File: config.mk
export PLATFORM = sky130hd
export DESIGN_NAME = ovf_flag_reg
export DESIGN_NICKNAME = d
export VERILOG_FILES = /design/src/rtl/ovf_pkg.sv /design/src/rtl/ovf_detect.sv /design/src/rtl/ovf_acc_gate.sv /design/src/rtl/ovf_flag_store.sv /design/src/rtl/ovf_flag_reg.sv
export SDC_FILE = /design/constraint.sdc
export NUM_CORES = 1
export LEC_CHECK = 0
export CAP_MARGIN = 30
export CORE_MARGIN = 3
export CORE_UTILIZATION = 26
export CTS_CLUSTER_DIAMETER = 50
export CTS_CLUSTER_SIZE = 24
export DETAILED_ROUTE_END_ITERATION = 8
export PLACE_DENSITY_LB_ADDON = 0.1
export SLEW_MARGIN = 10
export SYNTH_ARGS = -nofsm -noshare
export SYNTH_HDL_FRONTEND = slang
export SYNTH_SLANG_ARGS = --single-unit
File: constraint.sdc
create_clock -name clk -period 2.7 [get_ports clk]
set_input_delay 0.54 -clock clk [delete_from_list [all_inputs] [get_ports clk]]
set_output_delay 0.54 -clock clk [all_outputs]
set_load 0.01 [all_outputs]
File: src/rtl/ovf_pkg.sv
// Package: shared bit positions and bus view encoding for the overflow flag register.
package ovf_pkg;
    localparam int REG_W   = 64;
    localparam int CYC_BIT = 31;
    localparam int INS_BIT = 32;
    localparam int MAX_EVT = 31;
    localparam int IDX_W   = 5;

    typedef enum logic [1:0] {
        VIEW_READ = 2'b00,
        VIEW_SET  = 2'b01,
        VIEW_CLR  = 2'b10,
        VIEW_RSVD = 2'b11
    } view_e;
endpackage

File: src/rtl/ovf_detect.sv
// Module: ovf_detect
// Chooses, per counter, which wrap pulse is an overflow according to the
// mode inputs, and places the result at that counter's flag position.
// Assumes wrap pulses last one cycle and NUM_EVT is at most 31.
module ovf_detect
    import ovf_pkg::*;
#(
    parameter int NUM_EVT   = 6,
    parameter int HAS_INSTR = 1
) (
    input  logic               cyc_long,
    input  logic               evt_long_lo,
    input  logic               evt_long_hi,
    input  logic [IDX_W-1:0]   evt_split,
    input  logic               cyc_wrap32,
    input  logic               cyc_wrap64,
    input  logic [NUM_EVT-1:0] evt_wrap32,
    input  logic [NUM_EVT-1:0] evt_wrap64,
    input  logic               ins_wrap64,
    output logic [REG_W-1:0]   ovf_vec
);
    logic [NUM_EVT-1:0] evt_ovf;

    // Per event counter: choose the mode by range, then the pulse by mode.
    for (genvar m = 0; m < NUM_EVT; m++) begin : g_evt
        logic use_long;
        assign use_long   = (IDX_W'(m) >= evt_split) ? evt_long_hi : evt_long_lo;
        assign evt_ovf[m] = use_long ? evt_wrap64[m] : evt_wrap32[m];
    end

    // Assemble the overflow vector in flag layout.
    always_comb begin
        ovf_vec              = '0;
        ovf_vec[NUM_EVT-1:0] = evt_ovf;
        ovf_vec[CYC_BIT]     = cyc_long ? cyc_wrap64 : cyc_wrap32;
        if (HAS_INSTR != 0) ovf_vec[INS_BIT] = ins_wrap64;
    end
endmodule

File: src/rtl/ovf_acc_gate.sv
// Module: ovf_acc_gate
// Decides whether a bus access is blocked. Builds the mask of bits that
// exist and the mask of bits this caller may see and write.
// Assumes rr_bound counts event counters; the cycle and instruction
// flags are never restricted.
module ovf_acc_gate
    import ovf_pkg::*;
#(
    parameter int NUM_EVT   = 6,
    parameter int HAS_INSTR = 1
) (
    input  logic             core_off,
    input  logic             dbl_lock,
    input  logic             ext_block,
    input  logic             os_lock,
    input  logic             os_override,
    input  logic             rr_en,
    input  logic [IDX_W-1:0] rr_bound,
    input  logic             acc_secure,
    output logic             acc_err,
    output logic [REG_W-1:0] impl_mask,
    output logic [REG_W-1:0] vis_mask
);
    logic restrict_now;

    // Error when any blocking condition holds.
    assign acc_err      = core_off | dbl_lock | ext_block | (os_lock & ~os_override);
    assign restrict_now = rr_en & ~acc_secure;

    // Built bits and caller-visible bits, one generate slice per position.
    for (genvar b = 0; b < REG_W; b++) begin : g_mask
        if (b < NUM_EVT) begin : g_evt
            assign impl_mask[b] = 1'b1;
            assign vis_mask[b]  = ~(restrict_now & (IDX_W'(b) >= rr_bound));
        end else if (b == CYC_BIT || (b == INS_BIT && HAS_INSTR != 0)) begin : g_fix
            assign impl_mask[b] = 1'b1;
            assign vis_mask[b]  = 1'b1;
        end else begin : g_none
            assign impl_mask[b] = 1'b0;
            assign vis_mask[b]  = 1'b0;
        end
    end
endmodule

File: src/rtl/ovf_flag_store.sv
// Module: ovf_flag_store
// Holds the sticky flags. Each cycle it applies set and clear masks,
// then ORs in overflows so that an overflow wins over a clear. Bits
// outside impl_mask are held at zero.
module ovf_flag_store
    import ovf_pkg::*;
(
    input  logic             clk,
    input  logic             rst_n,
    input  logic [REG_W-1:0] impl_mask,
    input  logic [REG_W-1:0] set_w,
    input  logic [REG_W-1:0] clr_w,
    input  logic [REG_W-1:0] ovf_vec,
    output logic [REG_W-1:0] flags_q
);
    logic [REG_W-1:0] flags_d;

    // Next state: software set, software clear, then overflow on top.
    assign flags_d = (((flags_q | set_w) & ~clr_w) | ovf_vec) & impl_mask;

    // Flag register with synchronous reset.
    always_ff @(posedge clk) begin
        if (!rst_n) flags_q <= '0;
        else        flags_q <= flags_d;
    end

    // a flag that was not cleared last cycle is still set.
    assert_sticky_R6: assert property (@(posedge clk) disable iff (!rst_n)
        (($past(flags_q) & ~$past(clr_w) & ~flags_q) == '0));

    // every overflow of last cycle shows in the flags, whatever the clear.
    assert_ovf_wins_R8: assert property (@(posedge clk) disable iff (!rst_n)
        (($past(ovf_vec & impl_mask) & ~flags_q) == '0));
endmodule

File: src/rtl/ovf_flag_reg.sv
// Module: ovf_flag_reg (top)
// Overflow flag status register. It joins overflow detection, access
// gating and flag storage, and returns a registered one-cycle response
// for each bus access. Assumes at most one access per cycle.
module ovf_flag_reg
    import ovf_pkg::*;
#(
    parameter int NUM_EVT   = 6,
    parameter int HAS_INSTR = 1
) (
    input  logic               clk,
    input  logic               rst_n,
    input  logic               cyc_long,
    input  logic               evt_long_lo,
    input  logic               evt_long_hi,
    input  logic [4:0]         evt_split,
    input  logic               cyc_wrap32,
    input  logic               cyc_wrap64,
    input  logic [NUM_EVT-1:0] evt_wrap32,
    input  logic [NUM_EVT-1:0] evt_wrap64,
    input  logic               ins_wrap64,
    input  logic               rr_en,
    input  logic [4:0]         rr_bound,
    input  logic               acc_secure,
    input  logic               core_off,
    input  logic               dbl_lock,
    input  logic               ext_block,
    input  logic               os_lock,
    input  logic               os_override,
    input  logic               bus_sel,
    input  logic               bus_wr,
    input  logic [1:0]         bus_view,
    input  logic [63:0]        bus_wdata,
    output logic               rsp_vld,
    output logic               rsp_err,
    output logic [63:0]        rsp_rdata
);
    logic [REG_W-1:0] ovf_vec, impl_mask, vis_mask, flags_q, set_w, clr_w;
    logic             acc_err, wr_ok;
    view_e            view;

    ovf_detect #(.NUM_EVT(NUM_EVT), .HAS_INSTR(HAS_INSTR)) u_detect (
        .cyc_long(cyc_long), .evt_long_lo(evt_long_lo), .evt_long_hi(evt_long_hi),
        .evt_split(evt_split), .cyc_wrap32(cyc_wrap32), .cyc_wrap64(cyc_wrap64),
        .evt_wrap32(evt_wrap32), .evt_wrap64(evt_wrap64), .ins_wrap64(ins_wrap64),
        .ovf_vec(ovf_vec)
    );

    ovf_acc_gate #(.NUM_EVT(NUM_EVT), .HAS_INSTR(HAS_INSTR)) u_gate (
        .core_off(core_off), .dbl_lock(dbl_lock), .ext_block(ext_block),
        .os_lock(os_lock), .os_override(os_override), .rr_en(rr_en),
        .rr_bound(rr_bound), .acc_secure(acc_secure), .acc_err(acc_err),
        .impl_mask(impl_mask), .vis_mask(vis_mask)
    );

    // Write decode: only a permitted write to the set or clear view counts.
    assign view  = view_e'(bus_view);
    assign wr_ok = bus_sel & bus_wr & ~acc_err;
    assign set_w = (wr_ok && view == VIEW_SET) ? (bus_wdata & vis_mask) : '0;
    assign clr_w = (wr_ok && view == VIEW_CLR) ? (bus_wdata & vis_mask) : '0;

    ovf_flag_store u_store (
        .clk(clk), .rst_n(rst_n), .impl_mask(impl_mask), .set_w(set_w),
        .clr_w(clr_w), .ovf_vec(ovf_vec), .flags_q(flags_q)
    );

    // Registered response carrying the pre-write visible flags.
    always_ff @(posedge clk) begin
        if (!rst_n) begin
            rsp_vld   <= 1'b0;
            rsp_err   <= 1'b0;
            rsp_rdata <= '0;
        end else begin
            rsp_vld   <= bus_sel;
            rsp_err   <= bus_sel & acc_err;
            rsp_rdata <= (bus_sel && !acc_err) ? (flags_q & vis_mask) : '0;
        end
    end

    // every access gets a response on the next cycle.
    assert_rsp_R12: assert property (@(posedge clk) disable iff (!rst_n)
        bus_sel |=> rsp_vld);

    // a selected long cycle wrap sets the cycle flag.
    assert_cyc_long_R3: assert property (@(posedge clk) disable iff (!rst_n)
        (cyc_long && cyc_wrap64) |=> flags_q[CYC_BIT]);

    // a blocked access clears no flag.
    assert_err_nowrite_R11: assert property (@(posedge clk) disable iff (!rst_n)
        (bus_sel && acc_err) |=> (($past(flags_q) & ~flags_q) == '0));

    // the instruction counter wrap sets bit 32.
    if (HAS_INSTR != 0) begin : g_ins_chk
        assert_ins_R5: assert property (@(posedge clk) disable iff (!rst_n)
            ins_wrap64 |=> flags_q[INS_BIT]);
    end
endmodule

# After elaboration in Yosys (flattened, before gate mapping)
# Index checks and enable logic that the tools add are counted.
[op_classes]
magnitude_cmp = 12
n_reduce_logical = 5
bitwise_logic = 29
mux = 15
n_eq_ne = 2
[ops]
columns = ["cell", "count"]
rows = [
  ["$and 33x33->33", 3],
  ["$mux 33", 2],
  ["$or 33x33->33", 2],
  ["$not 33->33", 1],
  ["$ge 1x5->1 const A", 4],
  ["$ge 2x5->1 const A", 4],
  ["$ge 3x5->1 const A", 4],
  ["$mux 1", 13],
  ["$and 1x1->1", 11],
  ["$not 1->1", 9],
  ["$logic_and 1x1->1", 3],
  ["$or 1x1->1", 3],
  ["$eq 2x1->1 const B", 1],
  ["$eq 2x2->1 const B", 1],
  ["$reduce_and 2->1", 1],
  ["$logic_not 1->1", 1],
]
[totals]
out_inout_bits = 66
regBits = 74

# Longest topological paths before layout
# Gate-level depths: netlist (run 1).
[depth]
word_depth = 10
mapped_depth = 5
ltp_nobuf = 4

# Cells and area by module
# A second synthesis (run 1) with hierarchy kept.
[unflattened]
hier_cells = 914
hier_area_um2 = 7558.5
[by_module_without_submodules]
columns = ["mod", "instances", "area_each_um2", "cells_each"]
rows = [
  ["ovf_flag_reg", 1, 2992.9, 363],
  ["ovf_flag_store", 1, 2889.0, 327],
  ["ovf_acc_gate", 1, 1008.5, 139],
  ["ovf_detect", 1, 668.1, 85],
]

# Least setup slack after synthesis (run 1)
# Ideal clock, no wire load.
[synth_timing]
path_kind = "input to register"
start = "input rr_bound[4]"
end = "register u_store.flags_q[0]"
slack_ns = 0.633
arrival_ns = 1.974
t_required_ns = 2.607
stages = 5
cell_sequence = "or4b_1 -> buf_2 -> or4_4 -> and3_4 -> o311ai_2"
[synth_via]
elab_chain_cells = 8
elab_cells_between_ends = 10
classes_between = "order compare (1); mux (2); bitwise (7)"
[synth_lines]
columns = ["element", "line", "rtl"]
rows = [
  ["from (decl)", "ovf_flag_reg.sv:23", "input logic [4:0] rr_bound,"],
  ["$ge 1x5->1 (*)", "ovf_acc_gate.sv:34", "assign vis_mask[b] = ~(restrict_now & (IDX_W'(b) >= rr_bound));"],
  ["$and 1x1->1 (*)", "ovf_acc_gate.sv:34", ""],
  ["$not 1->1 (*)", "ovf_acc_gate.sv:34", ""],
  ["$and 33x33->33 (*)", "ovf_flag_reg.sv:59, ovf_flag_reg.sv:60", ""],
  ["$mux 33, on equally long branches", "ovf_flag_reg.sv:59, ovf_flag_reg.sv:60", ""],
  ["$or 33x33->33 / $not 33->33 (equally long branches)", "ovf_flag_store.sv:19", "assign flags_d = (((flags_q | set_w) & ~clr_w) | ovf_vec) & impl_mask;"],
  ["$and 33x33->33 (*)", "ovf_flag_store.sv:19", ""],
  ["$or 33x33->33 (*)", "ovf_flag_store.sv:19", ""],
  ["to (signal assigned)", "ovf_flag_store.sv:24", "else flags_q <= flags_d;"],
  ["to (decl)", "ovf_flag_store.sv:14", "output logic [REG_W-1:0] flags_q"],
]
# Mark *: on every way between the ends. The rest lies on a longest branch, timed or not.
# A chain may end at the register's enable or synchronous reset.

# Worst setup path in the final report (run 1)
# Ends and elaborated chain as after synthesis.

==> metrics.txt, run 1 <==
sinks on the clock net 18; count of warnings emitted by yosys 0; die area between 6000 and 7000 sq um; run status finished, final reports clean; clock tree from TritonCTS done; post-CTS setup buffer count 0; relative contribution of the clock network to total power about a third; DRC 0; net switching component of the power roughly 0.19 mW; Post-Layout Cell Count between 200 and 300; via count roughly 1200; max-slew violation count 0; worst ir drop on vdd roughly 0.00014 V; buffers added on ports between 50 and 60; syn_area_per_cell 8.78 sq um; critical path fanouts, max 7; placement row count 25; Antenna Violating Nets Remaining 0; Chip Width about 79 um; Placed Cells incl. Taps 285; highest attainable clock frequency roughly 450 MHz; area of the core slightly below 5000 sq um; total negative slack for setup checks 0 ns; area share of the largest cell type after synthesis a little over 30%; Cell variety after synth 41; hold buffer count at CTS 0; vias in the first global route 1000; Final Setup Violations 0; endpoints failing hold 0; number of violations of the max-capacitance limit 0; H-tree depth 1; Worst Setup Path Type in -> reg; summed area of non-filler cells in the final layout between 1500 and 2000 sq um; leading cell type by number of instances after synthesis sky130_fd_sc_hd__buf_4; standard cell with the maximum stage delay on the critical path sky130_fd_sc_hd__or4b_1; number of I/O pins roughly 170; clock latency of the later-clocked register in the worst-skew pair roughly 0.25 ns; unrepaired setup endpoints after global routing no; cell-internal power ~0.5 mW; min-delay worst type reg -> reg; Initial DRT Pass Iterations 4; Post-layout nets between 300 and 400; Worst Tran Pin Value just under 0.5 ns; Mapped Cells 158; tightest slew margin relative to the limit roughly two thirds; pin count of the biggest net entering global routing 13; Comb power frac roughly a quarter; residual overflow from global routing 0; dpl cell area between 1500 and 2000 sq um; number of gates given a new drive strength after cts 0; share of the clock period used by the worst path roughly 83%; post-place setup slack 0.149 ns; Critical Path AT between 2 and 2.5 ns; share of cells above drive strength 1 a little under an eighth; root buffer cell sky130_fd_sc_hd__clkbuf_8; fraction of the yosys area taken by sequential cells between 20 and 30%; library cell occupying the most area in the post-synthesis netlist sky130_fd_sc_hd__buf_4; WL final 3270 um; Area growth, synth to finish 38.5%; die outline height 79.1 um; Net Sw Frac a little over a quarter; clock transition at the register clock pins on the worst setup and hold paths after CTS about 0.070 ns; via count normalized by instance count 4.08; Tot GR Track Use approximately a tenth; smallest setup slack after layout about 0.45 ns; chain of cells forming the critical path clkdlybuf4s50_1, or4b_1, or4_4, and3_4, o311ai_2; hpwl dp about 2800 um; Tmin final approximately 2.2 ns; count of state elements after synthesis 18; top cells by count, synth sky130_fd_sc_hd__buf_4 (56), sky130_fd_sc_hd__dfxtp_1 (18), sky130_fd_sc_hd__mux2i_1 (10); Synth area leaders sky130_fd_sc_hd__buf_4 (30%), sky130_fd_sc_hd__dfxtp_1 (26%), sky130_fd_sc_hd__mux2i_1 (7.2%); leakage power figure approximately 0.82 nW; most frequently used flop master after synthesis sky130_fd_sc_hd__dfxtp_1; required time at the worst-slack endpoint about 2.9 ns; number of antenna violations at the first check in global routing 0; routed wire length per instance ~11 um; highest cell delay on the worst timing path around 0.62 ns; Antenna Cells 0; initial core utilization 28.1%; number of synthesized flops with an enable pin 0; wire length of the first global-routing pass around 4800 um; clock tree skew after final layout between 0.001 and 0.0015 ns; CP endpoint kind flip-flop; element type at the critical path start input port; fraction of registers with async set or reset after synthesis 0%; part of the total power dissipated in sequential elements around 41%; post-synthesis cell area 1390 sq um; Final GP Congestion roughly 0.7; Max clock buf depth 2; Power Density between 300 and 400 nW/um^2; Initial DRC Count 35; number of clock buffers inserted by TritonCTS 3
==> through the flow <==
step	util (%)	hold WS [ns]	total power, mW
6_report	38.9	0.458	0.695
5_1_grt	38.9	0.488	0.738
4_1_cts	38.9	0.462	0.704
3_5_place_dp	37.8	0.445	0.475
3_3_place_gp	37.8	0.440	0.476
2_1_floorplan	-	0.431	0.440
==> sequential cells by signal, indices dropped and copies added (netlist names) <==
| signal | count |
|---|---|
| u_store.flags_q | 8 |
| rsp_rdata | 8 |
| rsp_err | 1 |
| rsp_vld | 1 |
==> area by class of cell <==
class	count	area, sq um
Tap cell	67	83.8
Fill cell	532	3020
Sequential cell	18	360
Timing Repair Buffer	63	618
Clock buffer	4	55.1
Inverter	2	7.51
Multi-Input combinational cell	135	797
==> logic make-up after synthesis <==
| group | Yosys count | share of synthesized area [%] |
|---|---|---|
| AOI/OAI and AO/OA | 32 | 16.9 |
| buffers and inverters | 60 | 31.5 |
| DFF | 18 | 26.0 |
| muxes | 10 | 7.21 |
| other | 1 | 0.270 |
| and+or+nand+nor | 37 | 18.2 |
==> layout by cell type (no fill, tap or decap), types with 2 or more instances in the layout <==
master	n
sky130_fd_sc_hd__or3_1	2
sky130_fd_sc_hd__and2_1	2
sky130_fd_sc_hd__clkdlybuf4s50_1	58
sky130_fd_sc_hd__a31o_2	5
sky130_fd_sc_hd__nor4_2	2
sky130_fd_sc_hd__o22ai_1	5
sky130_fd_sc_hd__conb_1	56
sky130_fd_sc_hd__o211ai_1	3
sky130_fd_sc_hd__nor2_1	3
sky130_fd_sc_hd__nand2b_1	2
sky130_fd_sc_hd__o21ai_0	3
sky130_fd_sc_hd__buf_4	5
sky130_fd_sc_hd__mux2i_1	10
sky130_fd_sc_hd__a21oi_1	2
sky130_fd_sc_hd__nor3_1	4
sky130_fd_sc_hd__a31oi_1	6
sky130_fd_sc_hd__clkbuf_8	4
sky130_fd_sc_hd__and3_1	5
sky130_fd_sc_hd__dfxtp_1	18
sky130_fd_sc_hd__nand2_1	4
sky130_fd_sc_hd__inv_1	2
sky130_fd_sc_hd__a211oi_1	2
==> metal layers <==
| metal | part of all wire, % | global-route usage, % |
|---|---|---|
| met1 | 40 | 11.9 |
| met2 | 49 | 16.6 |
| met3 | 10 | 3.63 |
| met4 | 0.70 | 3.09 |
| met5 | 0 | 0 |
==> final timing paths <==
kind | slack, ns | from | depth (start not counted) | end
max reg2reg | 1.98 | u_store.flags_q[0]$_SDFF_PN0_ | 2 | u_store.flags_q[0]$_SDFF_PN0_
min | 0.46 | u_store.flags_q[32]$_SDFF_PN0_ | 1 | rsp_rdata[32]$_SDFF_PN0_
max | 0.45 | rr_bound[4] | 5 | u_store.flags_q[0]$_SDFF_PN0_
min reg2reg | 0.46 | u_store.flags_q[32]$_SDFF_PN0_ | 1 | rsp_rdata[32]$_SDFF_PN0_
==> critical path: cells and delay by family <==
family / cells / cell delay [ns]
AO/OA/AOI/OAI: 1 / 0.19
AND/OR/NAND/NOR: 3 / 1.30
buffers and inverters: 1 / 0.39
==> power by group through the flow <==
stage | Sequential, mW | Clock, mW | Combinational (mW)
6_report | 0.287 | 0.224 | 0.183
5_1_grt | 0.289 | 0.249 | 0.200
4_1_cts | 0.287 | 0.234 | 0.183
3_5_place_dp | 0.293 | 0 | 0.182
3_3_place_gp | 0.293 | 0 | 0.183
2_1_floorplan | 0.293 | 0 | 0.146
Power figures use the tool's default switching activity.
==> run 2, diff against run 1 <==
- clock period: 2.7 -> 2.3 ns (I/O delays scaled with it)
==> run 2 against run 1 <==
Compared with the run above:
- clock skew rose by 0.0020 ns
- sequential power up 17%
- non-clock buffer count up 4
==> metrics.txt, run 2 (synthesis gave the netlist of run 1 again) <==
pin count of the biggest net entering global routing 13 (unchanged); Post-layout nets 332 (+1.2%); element type at the critical path start input port; Initial DRC Count 27 (-23%); number of clock buffers inserted by TritonCTS 3 (unchanged); endpoint with the worst hold slack rsp_rdata[31]$_SDFF_PN0_; Critical R2R Launch u_store.flags_q[0]$_SDFF_PN0_; area of the core 4940 sq um (unchanged); leading cell type in the layout, fill and taps excluded sky130_fd_sc_hd__clkdlybuf4s50_1; post-CTS setup buffer count 0 (unchanged); run status finished, final reports clean; CP endpoint kind flip-flop; vias in the first global route 1077 (+7.7%); unrepaired setup endpoints after global routing no; root buffer cell sky130_fd_sc_hd__clkbuf_8; number of antenna violations at the first check in global routing 0 (unchanged); hpwl dp 2790 um (+0.74%); Reg2Reg Setup Slack 1.59 ns (-0.39 ns); Tot GR Track Use 10.4% (+0.48 points); Antenna Cells 0 (unchanged); H-tree depth 1 (unchanged); max-slew violation count 0 (unchanged); share of the clock period used by the worst path approximately 90%; number of gates given a new drive strength after cts 0 (unchanged); Antenna Violating Nets Remaining 0 (unchanged); wire length of the first global-routing pass 5160 um (+7.2%); required time at the worst-slack endpoint 2.47 ns (-0.40 ns); die area 6250 sq um (unchanged); number of violations of the max-capacitance limit 0 (unchanged); placement row count 25 (unchanged); count of cells along the worst register-to-register path 2 (unchanged); chain of cells forming the critical path clkdlybuf4s50_1, or4b_1, or4_4, and3_4, o311ai_2; standard cell with the maximum stage delay on the critical path sky130_fd_sc_hd__or4b_1; Final Util 39.5% (+0.61 points); dpl cell area 1900 sq um (+1.6%); Worst Setup Path Type in -> reg; min-delay worst type reg -> reg; clock tree from TritonCTS done; highest attainable clock frequency between 400 and 500 MHz; leakage power figure 0.835 nW (+2.2%); Chip Width 79.1 um (unchanged); sinks on the clock net 18 (unchanged); critical path fanouts, max 5 (-2); Tmin final 2.13 ns; smallest setup slack after layout 0.168 ns (-0.285 ns); total negative slack for setup checks 0 ns (unchanged); Final GP Congestion 0.698 (-0.24%); number of I/O pins 171 (unchanged); worst hold start u_store.flags_q[31]$_SDFF_PN0_; via count 1145 (-2.9%); final total power 0.820 mW (+18%); terminus of the critical flop-to-flop path u_store.flags_q[0]$_SDFF_PN0_; top flop regs rsp_rdata x8, u_store.flags_q x8; residual overflow from global routing 0 (unchanged); clock tree skew after final layout 0.00307 ns (+0.00196 ns); endpoints failing hold 0 (unchanged); Post-Layout Cell Count 293 (+1.4%); Power Density 420 nW/um^2 (+16%); post-place setup slack -0.125 ns (-0.274 ns); share of cells above drive strength 1 13.3% (+1.6 points); top library cells by usage in the layout, fill and taps aside sky130_fd_sc_hd__clkdlybuf4s50_1 (58), sky130_fd_sc_hd__conb_1 (56), sky130_fd_sc_hd__dfxtp_1 (18); tightest slew margin relative to the limit 66.9% (-0.21 points); Worst Tran Pin Value 0.485 ns (+0.00302 ns); number of cells on the worst hold path 1 (unchanged); via count normalized by instance count 3.91 (-4.2%); hold buffer count at CTS 0 (unchanged); Max clock buf depth 2 (unchanged); Initial DRT Pass Iterations 4 (unchanged); WL final 3340 um (+2.1%); routed wire length per instance 11.4 um (+0.72%); Placed Cells incl. Taps 289 (+1.4%); highest cell delay on the worst timing path 0.60 ns (-0.02 ns); initial core utilization 28.1% (unchanged); buffers added on ports 58 (unchanged); summed area of non-filler cells in the final layout 1950 sq um (+1.6%); Critical Path AT 2.30 ns (-0.12 ns); DRC 0 (unchanged); die outline height 79.1 um (unchanged); clock transition at the register clock pins on the worst setup and hold paths after CTS 0.07 ns (about the same); clock latency of the later-clocked register in the worst-skew pair 0.25 ns (about the same); Fin Hold WS 0.459 ns (+0.000753 ns); worst ir drop on vdd 0.000211 V (+46%); Area growth, synth to finish 40.7%; Final Setup Violations 0 (unchanged)
[run 2: changes by cell type in the layout (fill, tap and decap cells not counted), sizes merged]
cell	change
buf	+4
[run 2: area by class of cell]
cell class | count | area (sq um)
Sequential cell | 18 | 360
Multi-Input combinational cell | 135 | 797
Inverter | 2 | 7.51
Fill cell | 537 | 2990
Timing Repair Buffer | 67 | 648
Clock buffer | 4 | 55.1
Tap cell | 67 | 83.8
[run 2: worst max path at each step]
stage | end | from | cells past startpoint | slack, ns
after floorplan | u_store.flags_q[0]$_SDFF_PN0_ | rr_bound[4] | 5 | 0.31
after global placement | u_store.flags_q[0]$_SDFF_PN0_ | rr_bound[4] | 5 | -0.10
after detailed placement | u_store.flags_q[0]$_SDFF_PN0_ | rr_bound[4] | 5 | -0.12
after CTS | u_store.flags_q[0]$_SDFF_PN0_ | rr_bound[4] | 5 | 0.16
after global routing | u_store.flags_q[0]$_SDFF_PN0_ | rr_bound[4] | 5 | 0.06
final | u_store.flags_q[0]$_SDFF_PN0_ | rr_bound[4] | 5 | 0.17
[run 2: critical path, delay by kind of cell]
| kind | cells | cell delay [ns] |
|---|---|---|
| AOI/OAI and AO/OA | 1 | 0.19 |
| buffers and inverters | 1 | 0.39 |
| and+or+nand+nor | 3 | 1.27 |
[run 2: where the power goes]
part | leakage (nW) | switching (mW) | internal, mW | total [mW]
Combinational | 0.657 | 0.103 | 0.118 | 0.221
Sequential | 0.148 | 0.00694 | 0.330 | 0.337
Clock | 0.0288 | 0.110 | 0.152 | 0.262
Total | 0.835 | 0.219 | 0.600 | 0.820
[run 2: metal layers]
metal	global-route usage, %	part of all wire, %	up-vias
met5	0	0	-
li1	-	-	596
met2	17.2	47	62
met4	2.06	0.45	0
met1	13.2	42	485
met3	3.63	10	2
